### config.mk
export PLATFORM = sky130hd
export DESIGN_NAME = user_bit_buffer
export DESIGN_NICKNAME = d
export VERILOG_FILES = /design/src/rtl/ubuf_pkg.sv /design/src/rtl/ubuf_capture.sv /design/src/rtl/ubuf_hold.sv /design/src/rtl/ubuf_host.sv /design/src/rtl/user_bit_buffer.sv
export SDC_FILE = /design/constraint.sdc
export NUM_CORES = 2
export LEC_CHECK = 0
export BUFFER_PORTS_ARGS = -buffer_cell sky130_fd_sc_hd__buf_2
export CORE_AREA = 4 4 203 284
export CTS_BUF_LIST = sky130_fd_sc_hd__clkbuf_8
export DETAILED_ROUTE_END_ITERATION = 12
export DIE_AREA = 0 0 207 288
export GPL_TIMING_DRIVEN = 0
export PLACE_DENSITY = 0.82
export SLEW_MARGIN = 20
export SYNTH_ARGS = -nofsm -noshare
export SYNTH_HDL_FRONTEND = slang
export SYNTH_SLANG_ARGS = --single-unit
### constraint.sdc
create_clock -name clk -period 2.6 [get_ports clk]
set_input_delay 0.26 -clock clk [delete_from_list [all_inputs] [get_ports clk]]
set_output_delay 0.26 -clock clk [all_outputs]
set_load 0.05 [all_outputs]
### src/rtl/ubuf_pkg.sv
package ubuf_pkg;

  typedef enum logic [1:0] {
    HOST_NONE = 2'd0,
    HOST_IDX  = 2'd1,
    HOST_DAT  = 2'd2
  } host_sel_e;

  // index of the final captured bit for the chosen size
  function automatic int unsigned last_bit_f(logic wide, int unsigned frames);
    return wide ? (2 * frames - 1) : (frames - 1);
  endfunction

  // index of the final readable byte for the chosen size
  function automatic int unsigned last_byte_f(logic wide, int unsigned bytes_one);
    return wide ? (2 * bytes_one - 1) : (bytes_one - 1);
  endfunction

  // host offset write limited to the last valid byte
  function automatic int unsigned clamp_f(int unsigned req, int unsigned last);
    return (req > last) ? last : req;
  endfunction

  // offset after one data read, wrapping past the last byte
  function automatic int unsigned next_f(int unsigned cur, int unsigned last);
    return (cur >= last) ? 0 : cur + 1;
  endfunction

endpackage

### src/rtl/ubuf_capture.sv
module ubuf_capture #(
  parameter int FRAMES   = 192,
  parameter int BITS_MAX = 384,
  parameter int IDXW     = 9
) (
  input  logic                clk,
  input  logic                rst_n,
  input  logic                ub_valid,
  input  logic                ub_bit,
  input  logic                ub_chan_b,
  input  logic                ub_block_start,
  input  logic                size_sel,
  output logic [BITS_MAX-1:0] shadow_bits,
  output logic [IDXW-1:0]     bit_idx,
  output logic                cap_evt,
  output logic                fill_done
);
  import ubuf_pkg::*;

  localparam int NBYTES = BITS_MAX / 8;

  logic            synced;
  logic            start_evt;
  logic            take;
  logic            done_now;
  logic [IDXW-1:0] wr_idx;
  logic [IDXW-1:0] last_bit;

  assign last_bit  = IDXW'(last_bit_f(size_sel, FRAMES));
  assign start_evt = ub_valid & ~ub_chan_b & ub_block_start;
  assign take      = ub_valid & (~ub_chan_b | size_sel);
  assign cap_evt   = start_evt | (take & synced);
  assign wr_idx    = start_evt ? '0 : bit_idx;
  assign done_now  = cap_evt & (wr_idx >= last_bit);

  always_ff @(posedge clk) begin
    if (!rst_n) begin
      bit_idx   <= '0;
      synced    <= 1'b0;
      fill_done <= 1'b0;
    end else begin
      fill_done <= done_now;
      if (cap_evt) begin
        if (done_now) begin
          bit_idx <= '0;
          synced  <= 1'b0;
        end else begin
          bit_idx <= wr_idx + 1'b1;
          synced  <= 1'b1;
        end
      end
    end
  end

  for (genvar g = 0; g < NBYTES; g++) begin : g_byte
    logic [7:0] byte_q;
    always_ff @(posedge clk) begin
      if (!rst_n) begin
        byte_q <= '0;
      end else if (cap_evt && (wr_idx[IDXW-1:3] == (IDXW-3)'(g))) begin
        byte_q[wr_idx[2:0]] <= ub_bit;
      end
    end
    assign shadow_bits[g*8 +: 8] = byte_q;
  end

endmodule

### src/rtl/ubuf_hold.sv
module ubuf_hold #(
  parameter int BITS_MAX = 384
) (
  input  logic                clk,
  input  logic                rst_n,
  input  logic                load,
  input  logic                clear_ready,
  input  logic [BITS_MAX-1:0] shadow_bits,
  output logic [BITS_MAX-1:0] hold_bits,
  output logic                ready
);

  always_ff @(posedge clk) begin
    if (!rst_n) begin
      hold_bits <= '0;
      ready     <= 1'b0;
    end else begin
      if (load) begin
        hold_bits <= shadow_bits;
      end
      if (load) begin
        ready <= 1'b1;
      end else if (clear_ready) begin
        ready <= 1'b0;
      end
    end
  end

endmodule

### src/rtl/ubuf_host.sv
module ubuf_host #(
  parameter int            AW        = 8,
  parameter int            PTRW      = 6,
  parameter int            BYTES_ONE = 24,
  parameter int            BITS_MAX  = 384,
  parameter logic [AW-1:0] IDX_REG   = 'h50,
  parameter logic [AW-1:0] DAT_REG   = 'h51
) (
  input  logic                clk,
  input  logic                rst_n,
  input  logic                size_sel,
  input  logic                reg_wr,
  input  logic                reg_rd,
  input  logic [AW-1:0]       reg_addr,
  input  logic [7:0]          reg_wdata,
  input  logic [BITS_MAX-1:0] hold_bits,
  output logic [7:0]          reg_rdata,
  output logic [PTRW-1:0]     ptr,
  output logic [PTRW-1:0]     last_byte,
  output logic                wr_idx_evt,
  output logic                rd_dat_evt
);
  import ubuf_pkg::*;

  host_sel_e sel;

  always_comb begin
    sel = HOST_NONE;
    if (reg_addr == IDX_REG) begin
      sel = HOST_IDX;
    end else if (reg_addr == DAT_REG) begin
      sel = HOST_DAT;
    end
  end

  assign last_byte  = PTRW'(last_byte_f(size_sel, BYTES_ONE));
  assign wr_idx_evt = reg_wr & (sel == HOST_IDX);
  assign rd_dat_evt = reg_rd & ~reg_wr & (sel == HOST_DAT);

  always_ff @(posedge clk) begin
    if (!rst_n) begin
      ptr <= '0;
    end else if (wr_idx_evt) begin
      ptr <= PTRW'(clamp_f(32'(reg_wdata), 32'(last_byte)));
    end else if (rd_dat_evt) begin
      ptr <= PTRW'(next_f(32'(ptr), 32'(last_byte)));
    end
  end

  always_comb begin
    unique case (sel)
      HOST_IDX: reg_rdata = 8'(ptr);
      HOST_DAT: reg_rdata = hold_bits[{ptr, 3'b000} +: 8];
      default:  reg_rdata = 8'h00;
    endcase
  end

endmodule

### src/rtl/user_bit_buffer.sv
module user_bit_buffer #(
  parameter int            FRAMES  = 192,
  parameter int            AW      = 8,
  parameter logic [AW-1:0] IDX_REG = 'h50,
  parameter logic [AW-1:0] DAT_REG = 'h51
) (
  input  logic          clk,
  input  logic          rst_n,
  input  logic          ub_valid,
  input  logic          ub_bit,
  input  logic          ub_chan_b,
  input  logic          ub_block_start,
  input  logic          size_sel,
  input  logic          reg_wr,
  input  logic          reg_rd,
  input  logic [AW-1:0] reg_addr,
  input  logic [7:0]    reg_wdata,
  output logic [7:0]    reg_rdata,
  output logic          buf_ready
);

  localparam int BYTES_ONE = FRAMES / 8;
  localparam int BITS_MAX  = 2 * FRAMES;
  localparam int BYTES_MAX = 2 * BYTES_ONE;
  localparam int IDXW      = $clog2(BITS_MAX);
  localparam int PTRW      = $clog2(BYTES_MAX);

  // named internal events, visible to the bound checker
  logic [BITS_MAX-1:0] shadow_bits;
  logic [BITS_MAX-1:0] hold_bits;
  logic [IDXW-1:0]     bit_idx;
  logic                cap_evt;
  logic                fill_done;
  logic [PTRW-1:0]     ptr;
  logic [PTRW-1:0]     last_byte;
  logic                wr_idx_evt;
  logic                rd_dat_evt;

  ubuf_capture #(
    .FRAMES   (FRAMES),
    .BITS_MAX (BITS_MAX),
    .IDXW     (IDXW)
  ) i_capture (
    .clk            (clk),
    .rst_n          (rst_n),
    .ub_valid       (ub_valid),
    .ub_bit         (ub_bit),
    .ub_chan_b      (ub_chan_b),
    .ub_block_start (ub_block_start),
    .size_sel       (size_sel),
    .shadow_bits    (shadow_bits),
    .bit_idx        (bit_idx),
    .cap_evt        (cap_evt),
    .fill_done      (fill_done)
  );

  ubuf_hold #(
    .BITS_MAX (BITS_MAX)
  ) i_hold (
    .clk         (clk),
    .rst_n       (rst_n),
    .load        (fill_done),
    .clear_ready (wr_idx_evt),
    .shadow_bits (shadow_bits),
    .hold_bits   (hold_bits),
    .ready       (buf_ready)
  );

  ubuf_host #(
    .AW        (AW),
    .PTRW      (PTRW),
    .BYTES_ONE (BYTES_ONE),
    .BITS_MAX  (BITS_MAX),
    .IDX_REG   (IDX_REG),
    .DAT_REG   (DAT_REG)
  ) i_host (
    .clk        (clk),
    .rst_n      (rst_n),
    .size_sel   (size_sel),
    .reg_wr     (reg_wr),
    .reg_rd     (reg_rd),
    .reg_addr   (reg_addr),
    .reg_wdata  (reg_wdata),
    .hold_bits  (hold_bits),
    .reg_rdata  (reg_rdata),
    .ptr        (ptr),
    .last_byte  (last_byte),
    .wr_idx_evt (wr_idx_evt),
    .rd_dat_evt (rd_dat_evt)
  );

endmodule

Yosys cells after proc, flatten, opt, wreduce, memory -nomap -nowiden. Index checks and enable logic that the tools add are counted. Widths: inputs -> output; s select.

Register bits after elaboration: 786. Input port bits: 25. Output and inout bits: 9. Word-level logic and storage cells: 241.

Add/subtract/negate cells: 2. Order comparisons: 5. Equality and inequality tests: 51. Shift operators: 1. Multiplexer cells: 64. Bitwise logic cells: 12. Reductions and logical operators: 52.

Operators with widths (number): $bwmux 8 (48); $shiftx 384x10->8 (1); $eq 6x5->1 const B (16); $eq 6x6->1 const B (16); $logic_and 1x1->1 (49); $eq 6x4->1 const B (8); $mux 6 (5); $mux 9 (3); $eq 6x3->1 const B (4); $eq 8x7->1 const B (2); $pmux 8 s2 (1); $eq 6x2->1 const B (2); $add 9x1->9 const B (1); $ge 9x9->1 (1); $and 1x1->1 (8); $gt 8x6->1 (1); $add 6x1->6 const B (1); $eq 6x1->1 const B (1); $ge 6x6->1 (1); $logic_not 6->1 (1); $lt 3x4->1 const B (1); $mux 1 (4); $mux 2 (2); $reduce_bool 2->1 (2); other kinds (6) (8).

Longest topological paths before layout.
Word-level depth: 9. Gate-level depth with buffers: 11. Depth with buffers taken out: 10.

Cells and area by module. A second synthesis with hierarchy kept.

Cell total of the unflattened synthesis: 3452. Area total of the unflattened synthesis: 34997.3 µm².

Modules (own cells, without submodules): ubuf_capture (times used 1, cells each 1845, area each 16235.6 µm², sequential area each 7907.6 µm²); ubuf_hold (times used 1, cells each 1241, area each 14900.5 µm², sequential area each 7707.4 µm²); ubuf_host (times used 1, cells each 366, area each 3861.2 µm², sequential area each 120.1 µm²).

Worst setup path after synthesis. No wires, ideal clock.

Path type: register -> output. Start: reg i_host.ptr[0]. End: out reg_rdata[6]. Data arrival time: 2.671 ns. Data required time: 2.340 ns. Setup slack: -0.331 ns. Cell stages (with the launch flop): 8. Buffers on the path: 3. Path through: dfxtp_1 -> buf_4 -> buf_2 -> buf_2 -> mux4_2 -> mux4_2 -> inv_1 -> o21ai_0.

Word-level cells in the longest chain between the ends: 2.

Ends and longest elaborated chain: from (decl) (RTL line ubuf_host.sv:18) `output logic [PTRW-1:0] ptr,`; from (signal assigned) (RTL line ubuf_host.sv:44) `ptr <= PTRW'(clamp_f(32'(reg_wdata), 32'(last_byte)));`; from (signal assigned) (RTL line ubuf_host.sv:46) `ptr <= PTRW'(next_f(32'(ptr), 32'(last_byte)));`; $shiftx 384x10->8 (RTL line ubuf_host.sv:53) `HOST_DAT: reg_rdata = hold_bits[{ptr, 3'b000} +: 8];`; $pmux 8 s2 (RTL line ubuf_host.sv:51) `unique case (sel)`; to (decl) (RTL line user_bit_buffer.sv:18) `output logic [7:0] reg_rdata,`.

No other way between the ends.

Final worst setup path.
Start: reg i_host.ptr[0]. End: out reg_rdata[5].

Same word-level chain as after synthesis.

==> out/metrics.yaml <==
pwr:
  seqPwrFrac_pct: 51.7
  pwr-share-comb_pct: 3.5
  powerDensity_nw_per_um2: 620.3
  internal_power_mw: 17.56
  ir_drop_mv: 0.4264
  power_frac_clock_pct: 44.8
  swShare_pct: 24.64
  power.switching_mw: 5.739
  p_leak_nw: 11.96
  power_mw: 23.29
floorplan:
  die_height_um: 288
  rows: 102
  core-area_um2: 55130
  ios: 34
  die_width_um: 207
  fp.dieArea_um2: 59620
  start_util_pct: 59.30
synthesis:
  synth_largest_area_cell: "dfxtp_1"
  syn_area_per_cell_um2: 9.243
  yosys_warnings: 0
  yosysSeqAreaShare_pct: 48.13
  syn_inst: 3537
  async_flop_share_pct: 0
  synth_top_family_by_area: "multiplexers"
  synth_cell_type_count: 64
  synth_fa_ha_area_share_pct: 0.3827
  synth_edf_count: 0
  yosysTopAreaCellShare_pct: 48.13
  synth_xor_area_share_pct: 0.05358
  ys_ff_latch: 786
  synth_compound_area_share_pct: 13.80
  ys_top_cells_by_area: "dfxtp_1 48%, mux2i_1 12%, mux4_2 6.8%"
  synth.mux.area_fraction_pct: 19.24
  synthFlopType: "dfxtp_1"
  syn_area_um2: 32690
  synth.net_count: 3572
  synth-simple-area-share_pct: 14.45
layout:
  stdcell_area_um2: 37550
  drive_above_1_share_pct: 14.36
  stdcell_count: 4545
  final_common_cell: "dfxtp_1"
  fillers: 4448
  nets: 3754
  syn_to_final_growth_pct: 14.86
  layout_common_cells: "784 x dfxtp_1, 434 x nor2_1, 400 x a21oi_1"
  final_util_pct: 68.11
route:
  wl_per_cell_um: 31.18
  antenna_left: 0
  vias_per_cell: 6.871
  firstDrtPassIters: 9
  drcViolationCount: 0
  drt-total-wl_um: 141700
  drtIter0Drc: 5365
  vias: 31230
global_routing:
  grt.met1_usage_pct: 51.94
  grt_busiest_layer: "met2"
  gr-usage-met3_pct: 12.19
  grt_overflow: 0
  grt_pass1_wl_um: 197900
  grt_util_met2_pct: 67.87
  grt_usage_pct: 45.27
  grt_start_max_net_pins: 16
  antenna_found_initial: 5
  grt_pass1_vias: 28917
worst_setup_path:
  critPathKind: "reg -> out"
  cp-start-kind: "register"
  critPathCaptureType: "primary output"
  cp_max_fo: 7
  crit_required_ps: 2340
  arrival_ps: 3270
clock_network:
  root_buffer: "clkbuf_8"
  htreeDepth: 3
  cts.clk_slew.worst_paths_ps: 60
  clk_path_buf_depth: 3
  numCtsBuffers: 114
  clock_latency_ps: 770
  cts_tree: "built"
  cts_num_sinks: 786
timing:
  timing.hold.ws_ps: 21.39
  setup_tns_ps: -10750
  hold_viol: 0
  fin_ws_ps: -929.7
  fmax_mhz: 283.3
  drv_slew: 0
  finalSetupViolCount: 128
  fin_crit_sh_pct: 135.8
  layout_min_cycle_time_ps: 3530
  finClkSkew_ps: 24.85
  relSlewSlack_pct: 26.13
  worst_slew_pin_slew_ps: 1108
  rsz0062_at_grt: "true"
run:
  cap_violations: 0
hold_path:
  hold_path.class: "in -> reg"
placed_design:
  hpwl_um: 99260
  portBuffers: 31
  placed_area_um2: 33790
  gp_congestion: 1.109
  place_inst: 4296
  place_ws_ps: -1216
run_status:
  failed_checks: "setup timing"
  status: "finished with violations"
## power by group through the flow
| stage | Sequential [mW] | Combinational [mW] | Clock, mW |
|---|---|---|---|
| 2_1_floorplan | 12.3 | 0.371 | 0 |
| 3_3_place_gp | 12.3 | 0.726 | 0 |
| 3_5_place_dp | 12.3 | 0.727 | 0 |
| 4_1_cts | 12.0 | 0.742 | 10.3 |
| 5_1_grt | 12.0 | 0.797 | 10.8 |
| 6_report | 12.0 | 0.810 | 10.4 |
## synthesized netlist by cell type, types with 3 or more instances
cell type and count:
dfxtp_1 786, nor2_1 454, o21ai_0 403, a21oi_1 401, mux2i_1 400, nand3_1 399, clkbuf_1 236, mux4_2 99
nand2_1 97, buf_1 45, buf_2 19, a211oi_1 14, nor3_1 13, nor2_2 12, nor2b_1 12, inv_1 11
ha_1 10, o22ai_1 10, nand4_1 9, buf_4 8, nand2b_1 8, or3_1 7, a31oi_1 6, nor2_4 6
o221ai_1 6, mux2_2 5, nand3b_1 5, a221o_1 4, nand4b_1 4, a221oi_1 3, a22oi_1 3, and2_1 3
buf_6 3
## worst max-delay path: stages (launching register included)
cell and delay [ps]:
dfxtp_4 360, buf_12 160, buf_16 170, buf_16 180
buf_4 160, mux4_2 390, mux2i_4 100, a221oi_2 550
a32o_2 220, buf_4 200
## path summary, 6_finish.rpt
| path | slack [ps] | cells past startpoint | to | from |
|---|---|---|---|---|
| worst max-delay path | -930 | 9 | reg_rdata[5] | i_host.ptr[0] |
| worst min-delay path | 20 | 4 | i_host.ptr[3] | reg_wdata[3] |
| worst max register to register | -80 | 4 | i_hold.hold_bits[6] | i_capture.fill_done |
| worst min register to register | 480 | 2 | i_capture.g_byte[28].byte_q[0] | i_capture.g_byte[28].byte_q[0] |
## cells by family (layout without fill, tap and decap cells)
group                      after synthesis  after routing
DFF                                    786            786
buffers and inverters                  323            596
AOI/OAI and AO/OA                      867            867
muxes                                  504            504
adders and majority gates               10             10
other                                    0              7
xor gates and xnor gates                 2              2
and+or+nand+nor                       1045           1045
## area by class of cell
class,instances,area (um2),area share (%)
repair buffers,74,745.7,1.986
flip-flops and latches,786,15740,41.91
clock inverters,62,381.6,1.016
multi-input cells,2428,16070,42.79
diodes,7,17.52,0.04664
clock buffers,145,1996,5.314
inverters,11,41.29,0.1099
plain buffers,304,1652,4.398
well taps,728,910.9,2.426
## registers in the layout, summed over array words and instances (netlist names)
register and flops:
i_capture.bit_idx 9, i_capture.fill_done 1, i_capture.g_byte.byte_q 384, i_capture.synced 1, i_hold.hold_bits 384, i_hold.ready 1
i_host.ptr 6
## routing by layer
layer / vias up / share of wire, %
met5: - / 0.0092
met4: 2 / 13
met3: 792 / 13
met2: 2711 / 42
met1: 14716 / 33
li1: 13009 / -
## what timing repair did
action	in CTS	in global routing
endpoints found under the setup margin	653	446
setup buffers	22	14
pin swaps	19	11
hold buffers	1	0
hold endpoints to repair	9	0
cloned	3	3
resized for setup	177	119
(Power assumes the default switching activity.)
